[src/rtl/panel_ctl_pkg.sv]
`timescale 1ns/1ps
package panel_ctl_pkg;
    localparam int unsigned DATA_W = 32;

    localparam logic [7:0] OFS_CTRL = 8'h00;
    localparam logic [7:0] OFS_HTIM = 8'h04;
    localparam logic [7:0] OFS_VTIM = 8'h08;
    localparam logic [7:0] OFS_XTIM = 8'h0C;
    localparam logic [7:0] OFS_STAT = 8'h10;
    localparam logic [7:0] OFS_SUBP = 8'h14;

    localparam logic [DATA_W-1:0] CTRL_KEEP_MASK = 32'h01CF_F300;
    localparam logic [DATA_W-1:0] CTRL_RD_FIXED  = 32'hFE00_0C34;
    localparam logic [DATA_W-1:0] HTIM_RD_FIXED  = 32'h0000_000F;
    localparam logic [DATA_W-1:0] XTIM_RD_FIXED  = 32'hFC00_0000;
    localparam logic [DATA_W-1:0] SUBP_WR_MASK   = 32'hA1FF_FFFF;

    localparam int unsigned CB_RUN   = 0;
    localparam int unsigned CB_MONO  = 1;
    localparam int unsigned CB_MASK  = 3;
    localparam int unsigned CB_TFT   = 7;
    localparam int unsigned CB_MODE  = 20;
    localparam int unsigned CB_TFT2  = 23;
    localparam int unsigned SB_FD    = 0;
    localparam int unsigned SB_SE    = 2;
    localparam int unsigned SB_PL    = 6;

    typedef enum logic {
        RS_IDLE = 1'b0,
        RS_RUN  = 1'b1
    } run_state_t;

    typedef struct packed {
        logic pal_loaded;
        logic sync_err;
        logic frame_done;
    } flag_set_t;
endpackage

[src/rtl/panel_ctl_fsm.sv]
`timescale 1ns/1ps
module panel_ctl_fsm
    import panel_ctl_pkg::*;
(
    input  logic clk,
    input  logic rst_n,
    input  logic ctl_wr_i,
    input  logic run_bit_i,
    output logic run_o,
    output logic start_o,
    output logic stop_o,
    output logic en_chg_o
);
    run_state_t st_q, st_d;
    logic chg_q;

    always_ff @(posedge clk) begin
        if (!rst_n) begin
            st_q  <= RS_IDLE;
            chg_q <= 1'b0;
        end else begin
            st_q  <= st_d;
            chg_q <= start_o | stop_o;
        end
    end

    always_comb begin
        st_d    = st_q;
        start_o = 1'b0;
        stop_o  = 1'b0;
        unique case (st_q)
            RS_IDLE: if (ctl_wr_i && run_bit_i) begin
                st_d    = RS_RUN;
                start_o = 1'b1;
            end
            RS_RUN: if (ctl_wr_i && !run_bit_i) begin
                st_d   = RS_IDLE;
                stop_o = 1'b1;
            end
        endcase
    end

    assign run_o    = (st_q == RS_RUN);
    assign en_chg_o = chg_q;


    en_pulse_moves_chk: assert property (@(posedge clk) disable iff (!rst_n)
        en_chg_o |-> (run_o != $past(run_o)));


    same_bit_quiet_chk: assert property (@(posedge clk) disable iff (!rst_n)
        (ctl_wr_i && (run_bit_i == run_o)) |=> !en_chg_o);
endmodule

[src/rtl/panel_ctl_flags.sv]
`timescale 1ns/1ps
module panel_ctl_flags
    import panel_ctl_pkg::*;
#(
    parameter int unsigned       MODE_W    = 2,
    parameter logic [MODE_W-1:0] SKIP_MODE = MODE_W'(1)
) (
    input  logic              clk,
    input  logic              rst_n,
    input  logic              ev_pl_i,
    input  logic              ev_fd_i,
    input  logic              ev_se_i,
    input  logic              start_i,
    input  logic              stop_i,
    input  logic [MODE_W-1:0] stop_mode_i,
    input  logic [1:0]        imask_i,
    output flag_set_t         flags_o,
    output logic              irq_o
);
    logic fd_q, pl_q, se_q;

    always_ff @(posedge clk) begin
        if (!rst_n) begin
            fd_q <= 1'b0;
            pl_q <= 1'b0;
            se_q <= 1'b0;
        end else if (start_i) begin
            fd_q <= 1'b0;
            pl_q <= 1'b0;
            se_q <= se_q | ev_se_i;
        end else if (stop_i) begin
            fd_q <= fd_q | ev_fd_i | (stop_mode_i != SKIP_MODE);
            pl_q <= pl_q | ev_pl_i;
            se_q <= 1'b0;
        end else begin
            fd_q <= fd_q | ev_fd_i;
            pl_q <= pl_q | ev_pl_i;
            se_q <= se_q | ev_se_i;
        end
    end

    assign flags_o = '{pal_loaded: pl_q, sync_err: se_q, frame_done: fd_q};
    assign irq_o   = (fd_q & imask_i[0]) | (pl_q & imask_i[1]) | se_q;


    start_clears_chk: assert property (@(posedge clk) disable iff (!rst_n)
        start_i |=> (!fd_q && !pl_q));


    stop_clears_se_chk: assert property (@(posedge clk) disable iff (!rst_n)
        stop_i |=> !se_q);


    stop_sets_fd_chk: assert property (@(posedge clk) disable iff (!rst_n)
        (stop_i && (stop_mode_i != SKIP_MODE)) |=> fd_q);


    se_sticky_chk: assert property (@(posedge clk) disable iff (!rst_n)
        (se_q && !stop_i) |=> se_q);
endmodule

[src/rtl/panel_ctl_regs.sv]
`timescale 1ns/1ps
module panel_ctl_regs
    import panel_ctl_pkg::*;
#(
    parameter int unsigned ADDR_W = 8,
    parameter int unsigned DIM_W  = 10,
    parameter int unsigned MODE_W = 2
) (
    input  logic              clk,
    input  logic              rst_n,
    input  logic [ADDR_W-1:0] bus_addr,
    input  logic              bus_we,
    input  logic [31:0]       bus_wdata,
    output logic [31:0]       bus_rdata,
    input  logic              ev_pal_loaded_i,
    input  logic              ev_frame_done_i,
    input  logic              ev_sync_err_i,
    output logic              irq_o,
    output logic              en_change_o
);
    localparam int unsigned TH_W = DATA_W - DIM_W;
    localparam logic [ADDR_W-1:0] A_CTRL = ADDR_W'(OFS_CTRL);
    localparam logic [ADDR_W-1:0] A_HTIM = ADDR_W'(OFS_HTIM);
    localparam logic [ADDR_W-1:0] A_VTIM = ADDR_W'(OFS_VTIM);
    localparam logic [ADDR_W-1:0] A_XTIM = ADDR_W'(OFS_XTIM);
    localparam logic [ADDR_W-1:0] A_STAT = ADDR_W'(OFS_STAT);
    localparam logic [ADDR_W-1:0] A_SUBP = ADDR_W'(OFS_SUBP);

    logic              tft_q, mono_q;
    logic [MODE_W-1:0] mode_q;
    logic [1:0]        imask_q;
    logic [DATA_W-1:0] keep_q, xtim_q, subp_q;
    logic [DIM_W-1:0]  wid_q, hgt_q;
    logic [TH_W-1:0]   htim_q, vtim_q;

    logic      ctl_wr, run, start, stop;
    flag_set_t flags;

    assign ctl_wr = bus_we && (bus_addr == A_CTRL);

    always_ff @(posedge clk) begin
        if (!rst_n) begin
            tft_q   <= 1'b0;
            mono_q  <= 1'b0;
            mode_q  <= '0;
            imask_q <= '0;
            keep_q  <= '0;
            wid_q   <= '0;
            hgt_q   <= '0;
            htim_q  <= '0;
            vtim_q  <= '0;
            xtim_q  <= '0;
            subp_q  <= '0;
        end else if (bus_we) begin
            case (bus_addr)
                A_CTRL: begin
                    mode_q  <= bus_wdata[CB_MODE +: MODE_W];
                    tft_q   <= bus_wdata[CB_TFT];
                    imask_q <= bus_wdata[CB_MASK +: 2];
                    mono_q  <= bus_wdata[CB_MONO];
                    keep_q  <= bus_wdata & CTRL_KEEP_MASK;
                end
                A_HTIM: begin
                    wid_q  <= bus_wdata[DIM_W-1:0];
                    htim_q <= bus_wdata[DATA_W-1:DIM_W];
                end
                A_VTIM: begin
                    hgt_q  <= bus_wdata[DIM_W-1:0];
                    vtim_q <= bus_wdata[DATA_W-1:DIM_W];
                end
                A_XTIM: xtim_q <= bus_wdata;
                A_SUBP: subp_q <= bus_wdata & SUBP_WR_MASK;
                default: ;
            endcase
        end
    end

    always_comb begin
        case (bus_addr)
            A_CTRL: bus_rdata = CTRL_RD_FIXED | keep_q
                              | (DATA_W'(tft_q)   << CB_TFT2)
                              | (DATA_W'(mode_q)  << CB_MODE)
                              | (DATA_W'(tft_q)   << CB_TFT)
                              | (DATA_W'(imask_q) << CB_MASK)
                              | (DATA_W'(mono_q)  << CB_MONO)
                              | (DATA_W'(run)     << CB_RUN);
            A_HTIM: bus_rdata = {htim_q, wid_q} | HTIM_RD_FIXED;
            A_VTIM: bus_rdata = {vtim_q, hgt_q};
            A_XTIM: bus_rdata = xtim_q | XTIM_RD_FIXED;
            A_STAT: bus_rdata = (DATA_W'(flags.pal_loaded) << SB_PL)
                              | (DATA_W'(flags.sync_err)   << SB_SE)
                              | (DATA_W'(flags.frame_done) << SB_FD);
            A_SUBP: bus_rdata = subp_q;
            default: bus_rdata = '0;
        endcase
    end

    panel_ctl_fsm u_fsm (
        .clk       (clk),
        .rst_n     (rst_n),
        .ctl_wr_i  (ctl_wr),
        .run_bit_i (bus_wdata[CB_RUN]),
        .run_o     (run),
        .start_o   (start),
        .stop_o    (stop),
        .en_chg_o  (en_change_o)
    );

    panel_ctl_flags #(
        .MODE_W    (MODE_W),
        .SKIP_MODE (MODE_W'(1))
    ) u_flags (
        .clk         (clk),
        .rst_n       (rst_n),
        .ev_pl_i     (ev_pal_loaded_i),
        .ev_fd_i     (ev_frame_done_i),
        .ev_se_i     (ev_sync_err_i),
        .start_i     (start),
        .stop_i      (stop),
        .stop_mode_i (bus_wdata[CB_MODE +: MODE_W]),
        .imask_i     (imask_q),
        .flags_o     (flags),
        .irq_o       (irq_o)
    );


    status_ro_chk: assert property (@(posedge clk) disable iff (!rst_n)
        (bus_we && (bus_addr == A_STAT) && !ev_pal_loaded_i
         && !ev_frame_done_i && !ev_sync_err_i) |=> $stable(flags));
endmodule

[config.mk]
export PLATFORM = sky130hd
export DESIGN_NAME = panel_ctl_regs
export DESIGN_NICKNAME = d
export VERILOG_FILES = /design/src/rtl/panel_ctl_pkg.sv /design/src/rtl/panel_ctl_fsm.sv /design/src/rtl/panel_ctl_flags.sv /design/src/rtl/panel_ctl_regs.sv
export SDC_FILE = /design/constraint.sdc
export NUM_CORES = 1
export LEC_CHECK = 0
export BUFFER_PORTS_ARGS = -buffer_cell sky130_fd_sc_hd__buf_2
export CORE_MARGIN = 4
export CORE_UTILIZATION = 50
export DETAILED_ROUTE_END_ITERATION = 8
export GPL_ROUTABILITY_DRIVEN = 1
export GPL_TIMING_DRIVEN = 1
export PLACE_DENSITY = 0.8
export SLEW_MARGIN = 5
export SYNTH_ARGS = -nofsm -noshare
export SYNTH_HDL_FRONTEND = slang
export SYNTH_SLANG_ARGS = --single-unit
[constraint.sdc]
create_clock -name clk -period 4.4 [get_ports clk]
set_clock_uncertainty 0.2 [all_clocks]
set_input_delay 0 -clock clk [delete_from_list [all_inputs] [get_ports clk]]
set_output_delay 0 -clock clk [all_outputs]
set_load 0.03 [all_outputs]
==> metrics.txt <==
Die W approximately 120 um; CTS buffer count 17; Layout fillers approximately 930; DR vias/cell slightly below 6; unrepaired setup endpoints after global routing no; antenna viol nets, final 0; overall routing resource usage 24.6%; DR pass1 iterations 5; clock slew at reported path FFs 0.06 ns; kind of critical path input pin to primary output; ys async rst share 0%; die area between 10,000 and 15,000 sq um; layout cells sized above 1 17.4%; DR WL/cell roughly 17 um; HPWL Detailed between 9 and 10 mm; Syn Inst Count between 700 and 800; Tcrit/Tclk final approximately three quarters; Post-CTS Resized 0; worst-margin pin slew 1.23 ns; Mean Syn Cell Area 8.33 sq um; first-pass GRT wire length roughly 26 mm; Non-Filler Instances about 950; register area share after synthesis around 46%; Post-Route WL about 16 mm; leading area contributor after synthesis dfxtp_1; core area roughly 11,000 sq um; Top Usage Layer GRT met2; yosys warns 0; Initial DRC Count roughly 650; initial core utilization between 50 and 60%; initial antenna violation count 0; cell row count 39; RD Place Congestion just over 0.9; leakage roughly 2.8 nW; depth of the CTS H-tree 4; P&R area growth vs syn 24.1%; vias ~5,500; largest net degree at the start of global routing 83; Yosys reg bits 137; count of final setup violators 0; achievable frequency around 0.3 GHz; Slew Limit Headroom 17.3%; hold path start bus_we; Mapped Area around 6000 sq um; drc violations 0; ys flop type dfxtp_1; Synth top area share between 40% and 50%; number of port buffers 79; Multi-input gate area 2880 sq um; antenna cells 0; worst-path fanout max 13; setup tns final 0 ns; Crit path arrival time 3.15 ns; ranking of synthesized cells by area dfxtp_1 (46%), o21ai_0 (9.7%), nand2_1 (9.1%); Die Span Y 117 um; IO Count 80; Max Buffers Root-to-Sink 2; CTS tree built; endpoint class of the critical path primary output; vias in the first global route about 5,300; minimum clock period about 3.4 ns; critical path startpoint category input pin; Pins Over Slew Limit 0; M3 GR Usage between 5 and 6%; Max VDD drop between 0.3 and 0.4 mV; Worst-Skew Late Latency 0.42 ns; max cap viols 0; outcome completed; met1 GRT Util between 30 and 40%; Root Driver clkbuf_16; cell total after placement ~900; Final Hold Vio Count 0; clock sink count ~140; Post-synth EDFFs 0; nets@finish between 800 and 900; Post-Syn Nets roughly 760; GRT overflow 0; area occupied by registers about 2700 sq um; HP Class input pin to register; post-synth cell types 42; met2 Use GR 42.2%; Crit path required time roughly 4.2 ns; Critical Path Start bus_addr[5]; Pwr Density between 300 and 400 nW/um^2
## cells in the final DEF (no fill, tap or decap), drive strengths merged, types with 2 or more instances in the layout
cell	count
clkinvlp	4
nand2b	2
nor2b	2
nand4	3
nand3	87
mux2i	25
bufinv	4
buf	87
nor2	11
clkinv	5
clkbuf	17
mux2	17
inv	4
nor3	4
dlygate4sd3	43
o21ai	114
a21oi	3
and2	2
dfxtp	137
o22ai	8
a221o	3
a22oi	15
a211oi	2
and3	4
nand2	143
a21boi	49
## metal layers
layer | wire length [um] | vias to the layer above
li1 | - | 2670
met3 | 1220 | 30
met1 | 6670 | 2594
met5 | 0 | -
met2 | 8020 | 227
met4 | 277 | 0
## layout make-up
type                    instances  share of cell area, %
multi-input cells             508                   39.4
flip-flops and latches        137                   37.4
repair buffers                130                   12.1
clock buffers                  17                   5.81
clock inverters                15                   2.73
well taps                     143                   2.44
inverters                       2                  0.102
## per-stage QoR
stage	hold WS (ns)	util, %	total power [mW]	area (sq um)	setup WS (ns)
after floorplan	-0.0652	-	1.35	5900	2.56
after global placement	0.0516	54.7	1.40	6270	1.72
after detailed placement	0.0576	54.7	1.40	6270	1.61
after CTS	0.0316	63.9	2.91	7330	1.22
after global routing	0.100	63.9	2.99	7330	0.799
final	0.0514	63.9	2.90	7330	1.05
## sequential cells by signal, summed over array words and instances (netlist names), named ones only
register,cells
hgt_q,10
htim_q,22
imask_q,2
keep_q,13
mode_q,2
mono_q,1
subp_q,27
tft_q,1
u_flags.fd_q,1
u_flags.pl_q,1
u_flags.se_q,1
u_fsm.en_chg_o,1
vtim_q,22
wid_q,6
xtim_q,26
## repair_timing
| item | CTS | global route |
|---|---|---|
| buffers inserted | 0 | 0 |
| hold buffers | 43 | 0 |
| hold endpoints to repair | 137 | 0 |
## power by group
group / internal [mW] / switching [mW] / total (mW) / leakage, nW
registers: 1.24 / 0.00294 / 1.25 / 1.10
logic: 0.0690 / 0.0896 / 0.159 / 1.42
clock network: 0.949 / 0.549 / 1.50 / 0.296
total: 2.26 / 0.641 / 2.90 / 2.82
## cells by family after synthesis
family / after synthesis / synth area share (%)
AND/OR/NAND/NOR: 264 / 20.5
XOR/XNOR: 1 / 0.148
AO/OA/AOI/OAI: 201 / 20.7
flip-flops: 137 / 46.5
buffers and inverters: 64 / 4.71
multiplexers: 42 / 7.48
## synthesized netlist by cell type (2+ instances only)
cell type / n
a21boi_0: 29
dfxtp_1: 137
and2_1: 2
nor2_1: 11
buf_6: 2
nand2b_1: 2
buf_4: 2
o22ai_1: 8
mux2_2: 17
and3_1: 4
o21ai_0: 114
a21oi_1: 3
inv_1: 2
a221o_1: 3
nand3_1: 86
clkbuf_1: 38
nand4_1: 2
a21boi_1: 20
nor2b_1: 2
a22oi_1: 15
mux2i_1: 25
nand2_1: 143
buf_2: 12
nor3_1: 4
a211oi_1: 2
buf_1: 8
## worst paths after layout
path	endpoint	slack (ns)	cells past startpoint
setup / recovery	bus_rdata[3]	1.05	7
hold / removal	xtim_q[4]$_SDFFE_PN0P_	0.05	4
setup reg to reg	u_flags.fd_q$_SDFF_PP0_	2.63	4
hold reg to reg	htim_q[4]$_SDFFE_PN0P_	0.25	2
## worst max-delay path, stage by stage
cell           delay (ns)
dlygate4sd3_1        0.53
buf_2                0.12
nor3_1               0.93
nand3b_1             0.75
nor3_1               0.42
a221o_1              0.19
buf_2                0.21
No activity file was read; power rests on OpenSTA's default activity.
